File: config.mk
export PLATFORM = sky130hd
export DESIGN_NAME = pbsram_ctl
export DESIGN_NICKNAME = d
export VERILOG_FILES = /design/src/rtl/pbsram_pkg.sv /design/src/rtl/pbsram_cycle_decode.sv /design/src/rtl/pbsram_burst_seq.sv /design/src/rtl/pbsram_lane_bank.sv /design/src/rtl/pbsram_ctl.sv
export SDC_FILE = /design/constraint.sdc
export NUM_CORES = 2
export LEC_CHECK = 0
export BUFFER_PORTS_ARGS = -buffer_cell sky130_fd_sc_hd__clkbuf_2
export CORE_MARGIN = 5
export CORE_UTILIZATION = 35
export DETAILED_ROUTE_END_ITERATION = 16
export MAX_ROUTING_LAYER = met4
export SETUP_SLACK_MARGIN = 0.05
export SYNTH_ARGS = -nofsm -noshare
export SYNTH_HDL_FRONTEND = slang
export SYNTH_SLANG_ARGS = --single-unit
File: constraint.sdc
create_clock -name clk -period 2.89 [get_ports clk]
set_clock_uncertainty 0.15 [all_clocks]
set_input_delay 0.578 -clock clk [delete_from_list [all_inputs] [get_ports clk]]
set_output_delay 0.578 -clock clk [all_outputs]
set_load 0.1 [all_outputs]
File: src/rtl/pbsram_pkg.sv
`timescale 1ns/1ps
package pbsram_pkg;
  // Access queued for the array stage
  typedef enum logic [1:0] {
    OP_IDLE  = 2'd0,
    OP_READ  = 2'd1,
    OP_WRITE = 2'd2
  } op_e;

  // Classified cycle kind for the burst sequencer
  typedef enum logic [1:0] {
    CY_DESEL = 2'd0,
    CY_BEGIN = 2'd1,
    CY_CONT  = 2'd2,
    CY_HOLD  = 2'd3
  } cyc_e;
endpackage

File: src/rtl/pbsram_cycle_decode.sv
`timescale 1ns/1ps
module pbsram_cycle_decode import pbsram_pkg::*; #(
  parameter int LANES = 4
) (
  input  logic             en_a_n,
  input  logic             en_b,
  input  logic             en_c_n,
  input  logic             pstrb_n,
  input  logic             cstrb_n,
  input  logic             step_n,
  input  logic             all_wr_n,
  input  logic             byte_wr_n,
  input  logic [LANES-1:0] lane_sel_n,
  input  logic             blocked,
  input  logic             burst_live,
  output cyc_e             cyc,
  output op_e              op,
  output logic [LANES-1:0] wmask
);
  logic             selected;
  logic             p_start;
  logic             any_start;
  logic [LANES-1:0] req_mask;

  always_comb begin
    selected  = !en_a_n && en_b && !en_c_n;
    p_start   = !pstrb_n && !en_a_n;          // processor start gated by first select
    any_start = p_start || !cstrb_n;
    if (!all_wr_n)       req_mask = '1;
    else if (!byte_wr_n) req_mask = ~lane_sel_n;
    else                 req_mask = '0;

    cyc   = CY_HOLD;
    op    = OP_IDLE;
    wmask = '0;
    if (blocked) begin
      cyc = CY_HOLD;                           // frozen: no access, position kept
    end else if (any_start) begin
      if (selected) begin
        cyc = CY_BEGIN;
        if (p_start || (req_mask == '0)) begin
          op = OP_READ;                        // processor start forces a read
        end else begin
          op    = OP_WRITE;
          wmask = req_mask;
        end
      end else begin
        cyc = CY_DESEL;
      end
    end else if (burst_live) begin
      cyc = step_n ? CY_HOLD : CY_CONT;
      if (req_mask != '0) begin
        op    = OP_WRITE;
        wmask = req_mask;
      end else begin
        op = OP_READ;
      end
    end
  end
endmodule

File: src/rtl/pbsram_burst_seq.sv
`timescale 1ns/1ps
module pbsram_burst_seq import pbsram_pkg::*; #(
  parameter int ADDR_W  = 6,
  parameter int BURST_W = 2
) (
  input  logic              clk,
  input  logic              rst,
  input  cyc_e              cyc,
  input  logic [ADDR_W-1:0] load_addr,
  input  logic              interleave_i,
  output logic [ADDR_W-1:0] acc_addr,
  output logic              live_o
);
  localparam int HI_W = ADDR_W - BURST_W;

  logic [ADDR_W-1:0]  base_q;
  logic [BURST_W-1:0] cnt_q;
  logic [BURST_W-1:0] cnt_use;
  logic               ilv_q;
  logic               live_q;
  logic [BURST_W-1:0] low_bits;

  always_comb begin
    cnt_use = (cyc == CY_CONT) ? cnt_q + 1'b1 : cnt_q;
    if (ilv_q) low_bits = base_q[BURST_W-1:0] ^ cnt_use;
    else       low_bits = base_q[BURST_W-1:0] + cnt_use;
    if (cyc == CY_BEGIN) acc_addr = load_addr;
    else                 acc_addr = {base_q[ADDR_W-1 -: HI_W], low_bits};
  end

  always_ff @(posedge clk) begin
    if (rst) begin
      base_q <= '0;
      cnt_q  <= '0;
      ilv_q  <= 1'b0;
      live_q <= 1'b0;
    end else begin
      case (cyc)
        CY_BEGIN: begin
          base_q <= load_addr;
          cnt_q  <= '0;
          ilv_q  <= interleave_i;
          live_q <= 1'b1;
        end
        CY_CONT:  cnt_q  <= cnt_q + 1'b1;
        CY_DESEL: live_q <= 1'b0;
        default:  ;
      endcase
    end
  end

  assign live_o = live_q;

  // a step moves the burst count on by exactly one
  assert_step_advances_R6: assert property (@(posedge clk) disable iff (rst)
    (cyc == CY_CONT) |=> (cnt_q == BURST_W'($past(cnt_q) + 1'b1)));

  // a hold keeps base and count
  assert_hold_keeps_pos_R7: assert property (@(posedge clk) disable iff (rst)
    (cyc == CY_HOLD) |=> ($stable(cnt_q) && $stable(base_q)));
endmodule

File: src/rtl/pbsram_lane_bank.sv
`timescale 1ns/1ps
module pbsram_lane_bank #(
  parameter int ADDR_W = 6,
  parameter int LANE_W = 9
) (
  input  logic              clk,
  input  logic              wr_en,
  input  logic              rd_en,
  input  logic [ADDR_W-1:0] addr,
  input  logic [LANE_W-1:0] wdata,
  output logic [LANE_W-1:0] rdata
);
  localparam int DEPTH = 1 << ADDR_W;

  logic [LANE_W-1:0] mem [DEPTH];

  always_ff @(posedge clk) begin
    if (wr_en) mem[addr] <= wdata;
    if (rd_en) rdata <= mem[addr];
  end
endmodule

File: src/rtl/pbsram_ctl.sv
`timescale 1ns/1ps
module pbsram_ctl import pbsram_pkg::*; #(
  parameter int ADDR_W   = 6,
  parameter int LANE_W   = 9,
  parameter int LANES    = 4,
  parameter int BURST_W  = 2,
  parameter int WAKE_CYC = 4
) (
  input  logic                    clk,
  input  logic                    rst,
  input  logic [ADDR_W-1:0]       addr_i,
  input  logic                    en_a_n,
  input  logic                    en_b,
  input  logic                    en_c_n,
  input  logic                    pstrb_n,
  input  logic                    cstrb_n,
  input  logic                    step_n,
  input  logic                    all_wr_n,
  input  logic                    byte_wr_n,
  input  logic [LANES-1:0]        lane_sel_n,
  input  logic [LANES*LANE_W-1:0] wdata_i,
  input  logic                    out_en_n,
  input  logic                    sleep_i,
  input  logic                    interleave_i,
  output logic [LANES*LANE_W-1:0] rdata_o,
  output logic                    drive_o
);
  localparam int DATA_W = LANES * LANE_W;
  localparam int CNT_W  = $clog2(WAKE_CYC + 1);

  logic [CNT_W-1:0]  slp_q;
  logic              blocked;
  cyc_e              dec_cyc;
  op_e               dec_op;
  logic [LANES-1:0]  dec_mask;
  logic              live;
  logic [ADDR_W-1:0] acc_addr;

  op_e               op_q;
  logic [ADDR_W-1:0] addr_q;
  logic [DATA_W-1:0] wdata_q;
  logic [LANES-1:0]  wmask_q;
  logic              rv_q;
  logic              oe_q;

  // Sleep window: active while requested and WAKE_CYC cycles after release
  always_ff @(posedge clk) begin
    if (rst)                slp_q <= '0;
    else if (sleep_i)       slp_q <= CNT_W'(WAKE_CYC);
    else if (slp_q != '0)   slp_q <= slp_q - 1'b1;
  end
  assign blocked = sleep_i || (slp_q != '0);

  pbsram_cycle_decode #(.LANES(LANES)) u_dec (
    .en_a_n     (en_a_n),
    .en_b       (en_b),
    .en_c_n     (en_c_n),
    .pstrb_n    (pstrb_n),
    .cstrb_n    (cstrb_n),
    .step_n     (step_n),
    .all_wr_n   (all_wr_n),
    .byte_wr_n  (byte_wr_n),
    .lane_sel_n (lane_sel_n),
    .blocked    (blocked),
    .burst_live (live),
    .cyc        (dec_cyc),
    .op         (dec_op),
    .wmask      (dec_mask)
  );

  pbsram_burst_seq #(.ADDR_W(ADDR_W), .BURST_W(BURST_W)) u_seq (
    .clk          (clk),
    .rst          (rst),
    .cyc          (dec_cyc),
    .load_addr    (addr_i),
    .interleave_i (interleave_i),
    .acc_addr     (acc_addr),
    .live_o       (live)
  );

  // Stage register: classified cycle waits one edge before the array
  always_ff @(posedge clk) begin
    if (rst) op_q <= OP_IDLE;
    else     op_q <= dec_op;
  end

  always_ff @(posedge clk) begin
    addr_q  <= acc_addr;
    wdata_q <= wdata_i;
    wmask_q <= dec_mask;
  end

  always_ff @(posedge clk) begin
    if (rst) begin
      rv_q <= 1'b0;
      oe_q <= 1'b0;
    end else begin
      rv_q <= (op_q == OP_READ);
      oe_q <= !out_en_n;
    end
  end

  assign drive_o = rv_q && oe_q;

  for (genvar g = 0; g < LANES; g++) begin : g_lane
    pbsram_lane_bank #(.ADDR_W(ADDR_W), .LANE_W(LANE_W)) u_bank (
      .clk   (clk),
      .wr_en ((op_q == OP_WRITE) && wmask_q[g]),
      .rd_en (op_q == OP_READ),
      .addr  (addr_q),
      .wdata (wdata_q[g*LANE_W +: LANE_W]),
      .rdata (rdata_o[g*LANE_W +: LANE_W])
    );
  end

  // a controller start with the third select inactive queues nothing
  assert_desel_idle_R1: assert property (@(posedge clk) disable iff (rst)
    (!cstrb_n && en_c_n && !sleep_i) |=> (op_q == OP_IDLE));

  // a selected processor start always queues a read
  assert_pstart_read_R4: assert property (@(posedge clk) disable iff (rst)
    (!pstrb_n && !en_a_n && en_b && !en_c_n && !sleep_i && (slp_q == '0))
      |=> (op_q == OP_READ));

  // a queued read with output enabled drives on the next edge
  assert_read_drives_R8: assert property (@(posedge clk) disable iff (rst)
    ((op_q == OP_READ) && !out_en_n) |=> drive_o);

  // a write access never drives the outputs
  assert_write_quiet_R9: assert property (@(posedge clk) disable iff (rst)
    (op_q == OP_WRITE) |=> !drive_o);

  // a sleep request suppresses the access
  assert_sleep_idle_R11: assert property (@(posedge clk) disable iff (rst)
    sleep_i |=> (op_q == OP_IDLE));
endmodule

==> impl_summary.md <==
Floorplan
For this configuration, the core starts out at a cell density of 35.13%. The floorplan step set the die height to 520.1 um. The floorplan step defined a die boundary enclosing 0.2705 mm^2. In this run the standard cell core region covers 0.2592 mm^2. Row generation in the floorplan step produced 187 rows. In this run the count of I/O pins placed on the die edge is 96. The floorplan die width is 520.1 um.

Detailed routing
Dividing the detail-routed wire length by the instance count gives 32.54 um. In the routed layout, each cell is associated on average with a via count of 5.942. The detailed-route DRC error count is 0. In this run, the number of DRC markers left after iteration 0 of detailed routing was 8,891. The total length of routed wires is 323,900 um.

For this block, the via count after detailed routing is 59,150. In this run the remaining antenna-violating nets after routing total 0. The number of search-and-repair iterations in the first detailed-routing pass is 8.

CTS
The insertion delay to the later sink of the worst-skew pair is 0.91 ns. The deepest clock path buffer count is 3. CTS built an H-tree with a depth of 4. TritonCTS built the clock tree.

The number of clock sinks is 2,403. After clock tree synthesis, the clock-pin slew on the worst setup and hold paths is 0.07 ns. In this run, CTS created clock tree buffers numbering 235. The root buffer selected by CTS is sky130_fd_sc_hd__clkbuf_16.

Yosys
The synthesized netlist contains 65 unique library cells. Of all flip-flops after synthesis, the portion carrying an async set or reset was 0%. Among all flip-flop cells after synthesis, the most frequent one is sky130_fd_sc_hd__edfxtp_1. The synthesized design contains 2,340 enable-type register cells. By count the netlist is led by sky130_fd_sc_hd__edfxtp_1, sky130_fd_sc_hd__a22oi_1, sky130_fd_sc_hd__nor2_1, sky130_fd_sc_hd__a221oi_1, sky130_fd_sc_hd__clkbuf_1. The instance count of the mapped netlist is 5,324.

Summing every instance area after synthesis gives 0.09108 mm^2. By area the synthesized netlist is led by sky130_fd_sc_hd__edfxtp_1, sky130_fd_sc_hd__a22oi_1, sky130_fd_sc_hd__a221oi_1, sky130_fd_sc_hd__mux2i_1, sky130_fd_sc_hd__mux2_2. The share of the yosys chip area belonging to registers is 78.53%. Synthesis produced a netlist with a net count of 5,391. The share of Yosys cell area claimed by the top area cell type is 77.15%. During synthesis, Yosys emitted a total of 0 warnings.

sky130_fd_sc_hd__edfxtp_1 takes more of the synthesized area than any other cell. A synthesized cell averages 17.11 um^2. The most frequent cell after synthesis is sky130_fd_sc_hd__edfxtp_1. The post-synthesis sequential element count is 2,403.

Finish
In the final layout, the multi-input gates occupy 0.01953 mm^2. The number of standard cells in the final layout excluding fillers is 9,954. The number of filler instances in the final layout is 22,360.

The area added between synthesis and finish is 25.93%. The footprint of the flip-flops and latches is 0.07159 mm^2. The final instance area is 0.1147 mm^2.

In the final layout, the share of cells above drive strength 1 is 29.76%. The net count of the finished layout is 6,401.

Power and ir drop
In this run the power density over the cells is 706.2 mW/mm^2. In this run the static leakage power is 37.18 nW. Power comes to 81.00 mW.

IR analysis of the VDD net gives a maximum drop of 0.0006208 V.

Status
The final reports fail on setup timing. The flow ran to the end, but the final reports show violations.

STA
The time the worst path needs with I/O delays and setup is 2.968 ns. The highest achievable clock rate is 0.3369 GHz. The post-route fraction of the period consumed by the critical path is 102.7%.

Setup repair after global routing could not meet its margin everywhere. The post-layout worst setup margin is -0.07824 ns. The number of hold violations in the final report is 0. The count of final setup violators is 2. The worst pin sits at a relative slew slack of 21.86%. The number of pins exceeding their max-slew limit in the final report is 0.

For the pin with the worst max-slew slack, the measured transition is 1.172 ns. The total negative setup slack is -0.09694 ns.

Placed design
The routability congestion estimate from global placement is 0.9375. The cell area after placement is 0.1031 mm^2. Timing analysis after detailed placement gives a worst setup slack of -0.7297 ns.

The number of placed instances, taps included, is 9,370. The number of I/O port buffers is 95. Detailed placement finished with a half-perimeter wire length of 218,400 um.

GRT
The via count of the first global-routing pass came to 56,470. The leftover overflow at the end of global routing is 0. The global-route wire length before repair is 443,300 um. The initial antenna violation count is 11. Entering global routing, the biggest net connects 65 pins.

The overall global routing resource usage is 23.60%.

Critical path
By startpoint and endpoint, the worst setup path is classified as flop to flop. In this run the worst path has a maximum fanout of 9. At the worst endpoint, the required time is 3.39 ns.

On the critical path, the stage with the largest delay is an instance of sky130_fd_sc_hd__or4_1. For this run, the slowest stage of the critical path takes 0.41 ns. The signal on the critical path passes through buf_8 > and2_4 > buf_12 > buf_16 > a22o_1 > o21ai_0 > a31oi_2 > or4_1 > or4_1. Broken down by cell family, the worst path's largest delay share belongs to simple AND/OR/NAND/NOR gates. The number of buffers and inverters on the critical path is 3. The launching element type of the critical path is a flop.

Data on the critical path arrives at its endpoint at 3.46 ns. The most repeated library cell on the critical path is sky130_fd_sc_hd__or4_1. The endpoint kind of the worst setup timing path is a flop.

Flow run
The tool flagged a number of max-cap violations equal to 0.

Hold path
The class of the most critical hold timing path is input pin to flop.
[cell usage in the layout, fill, tap and decap left out, types with 63 or more instances in the layout]
master,synthesis,final
sky130_fd_sc_hd__edfxtp_1,2340,2340
sky130_fd_sc_hd__clkbuf_16,0,250
sky130_fd_sc_hd__buf_4,19,793
sky130_fd_sc_hd__buf_12,0,146
sky130_fd_sc_hd__dlygate4sd3_1,0,63
sky130_fd_sc_hd__a22oi_1,414,358
sky130_fd_sc_hd__o22ai_1,224,201
sky130_fd_sc_hd__clkbuf_2,0,81
sky130_fd_sc_hd__o21ai_0,97,74
sky130_fd_sc_hd__nor2_1,386,379
sky130_fd_sc_hd__mux2i_1,164,163
sky130_fd_sc_hd__nand2_1,134,120
sky130_fd_sc_hd__mux2_2,130,128
sky130_fd_sc_hd__a221oi_1,334,276
sky130_fd_sc_hd__a22o_1,137,137
[cell families after synthesis]
logic type	count (synthesis)	synth area share, %
DFF	2403	78.53
AOI/OAI and AO/OA	1456	12.01
and+or+nand+nor	719	3.445
buffers and inverters	420	1.978
muxes	313	3.879
adders and majority gates	8	0.1099
xor gates and xnor gates	5	0.04809
[worst paths after layout]
path | start | to | slack (ns) | depth (start not counted)
setup / recovery | addr_q[0]$_DFF_P_ | g_lane[3].u_bank.rdata[7]$_DFFE_PP_ | -0.08 | 9
hold / removal | en_a_n | op_q[0]$_SDFF_PP0_ | 0.10 | 5
setup reg to reg | addr_q[0]$_DFF_P_ | g_lane[3].u_bank.rdata[7]$_DFFE_PP_ | -0.08 | 9
hold reg to reg | u_seq.base_q[0]$_SDFFE_PP0P_ | u_seq.base_q[0]$_SDFFE_PP0P_ | 0.34 | 2
[per-stage QoR]
step,utilization (%),hold slack [ns]
after floorplan,-,0.2949
after global placement,39.78,0.3186
after detailed placement,39.78,0.3325
after CTS,43.54,0.01810
after global routing,44.24,0.1417
final,44.24,0.1044
[timing repair]
item | in CTS | in global routing
setup buffers | 17 | 32
gates cloned | 6 | 13
hold buffers | 63 | 0
setup endpoints to repair | 455 | 151
endpoints found under the hold margin | 63 | 0
gates resized for setup | 200 | 253
pin swaps | 32 | 92
[power by group]
| part | internal [mW] | leakage [nW] | switching [mW] |
|---|---|---|---|
| registers | 38.3 | 21.6 | 0.282 |
| clock network | 17.3 | 3.80 | 13.6 |
| logic | 4.46 | 11.8 | 7.10 |
| total | 60.0 | 37.2 | 21.0 |
[sequential cells by signal, indices dropped and copies added, names as in the netlist]
signal	flops
wdata_q	36
g_lane.u_bank.rdata	36
u_seq.live_o	1
oe_q	1
wmask_q	4
slp_q	3
u_seq.ilv_q	1
op_q	2
u_seq.base_q	6
rv_q	1
g_lane.u_bank.mem	2304
u_seq.cnt_q	2
addr_q	6
[final cells by class]
cell class              instances  area share [%]
repair buffers               1179           9.964
well taps                    3402           3.711
clock buffers                 279           5.405
multi-input cells            2502           17.03
inverters                      13         0.05236
flip-flops and latches       2403           62.41
clock inverters               166           1.401
diodes                         10         0.02182
[layer usage]
| metal | global-route usage [%] | up-vias | part of all wire (%) |
|---|---|---|---|
| met2 | 35.67 | 3908 | 45 |
| met1 | 30.65 | 30370 | 37 |
| met4 | 11.96 | 0 | 6.5 |
| met3 | 4.331 | 833 | 11 |
| met5 | - | - | 0 |
| li1 | - | 24040 | - |
[worst register-to-register path: cells and delay by family (launching register included)]
family,cells,cell delay [ns]
and+or+nand+nor,3,1.02
AOI/OAI and AO/OA,3,0.63
DFF,1,0.38
buffers and inverters,3,0.51
Note: power is estimated with default switching activity, not from simulation.
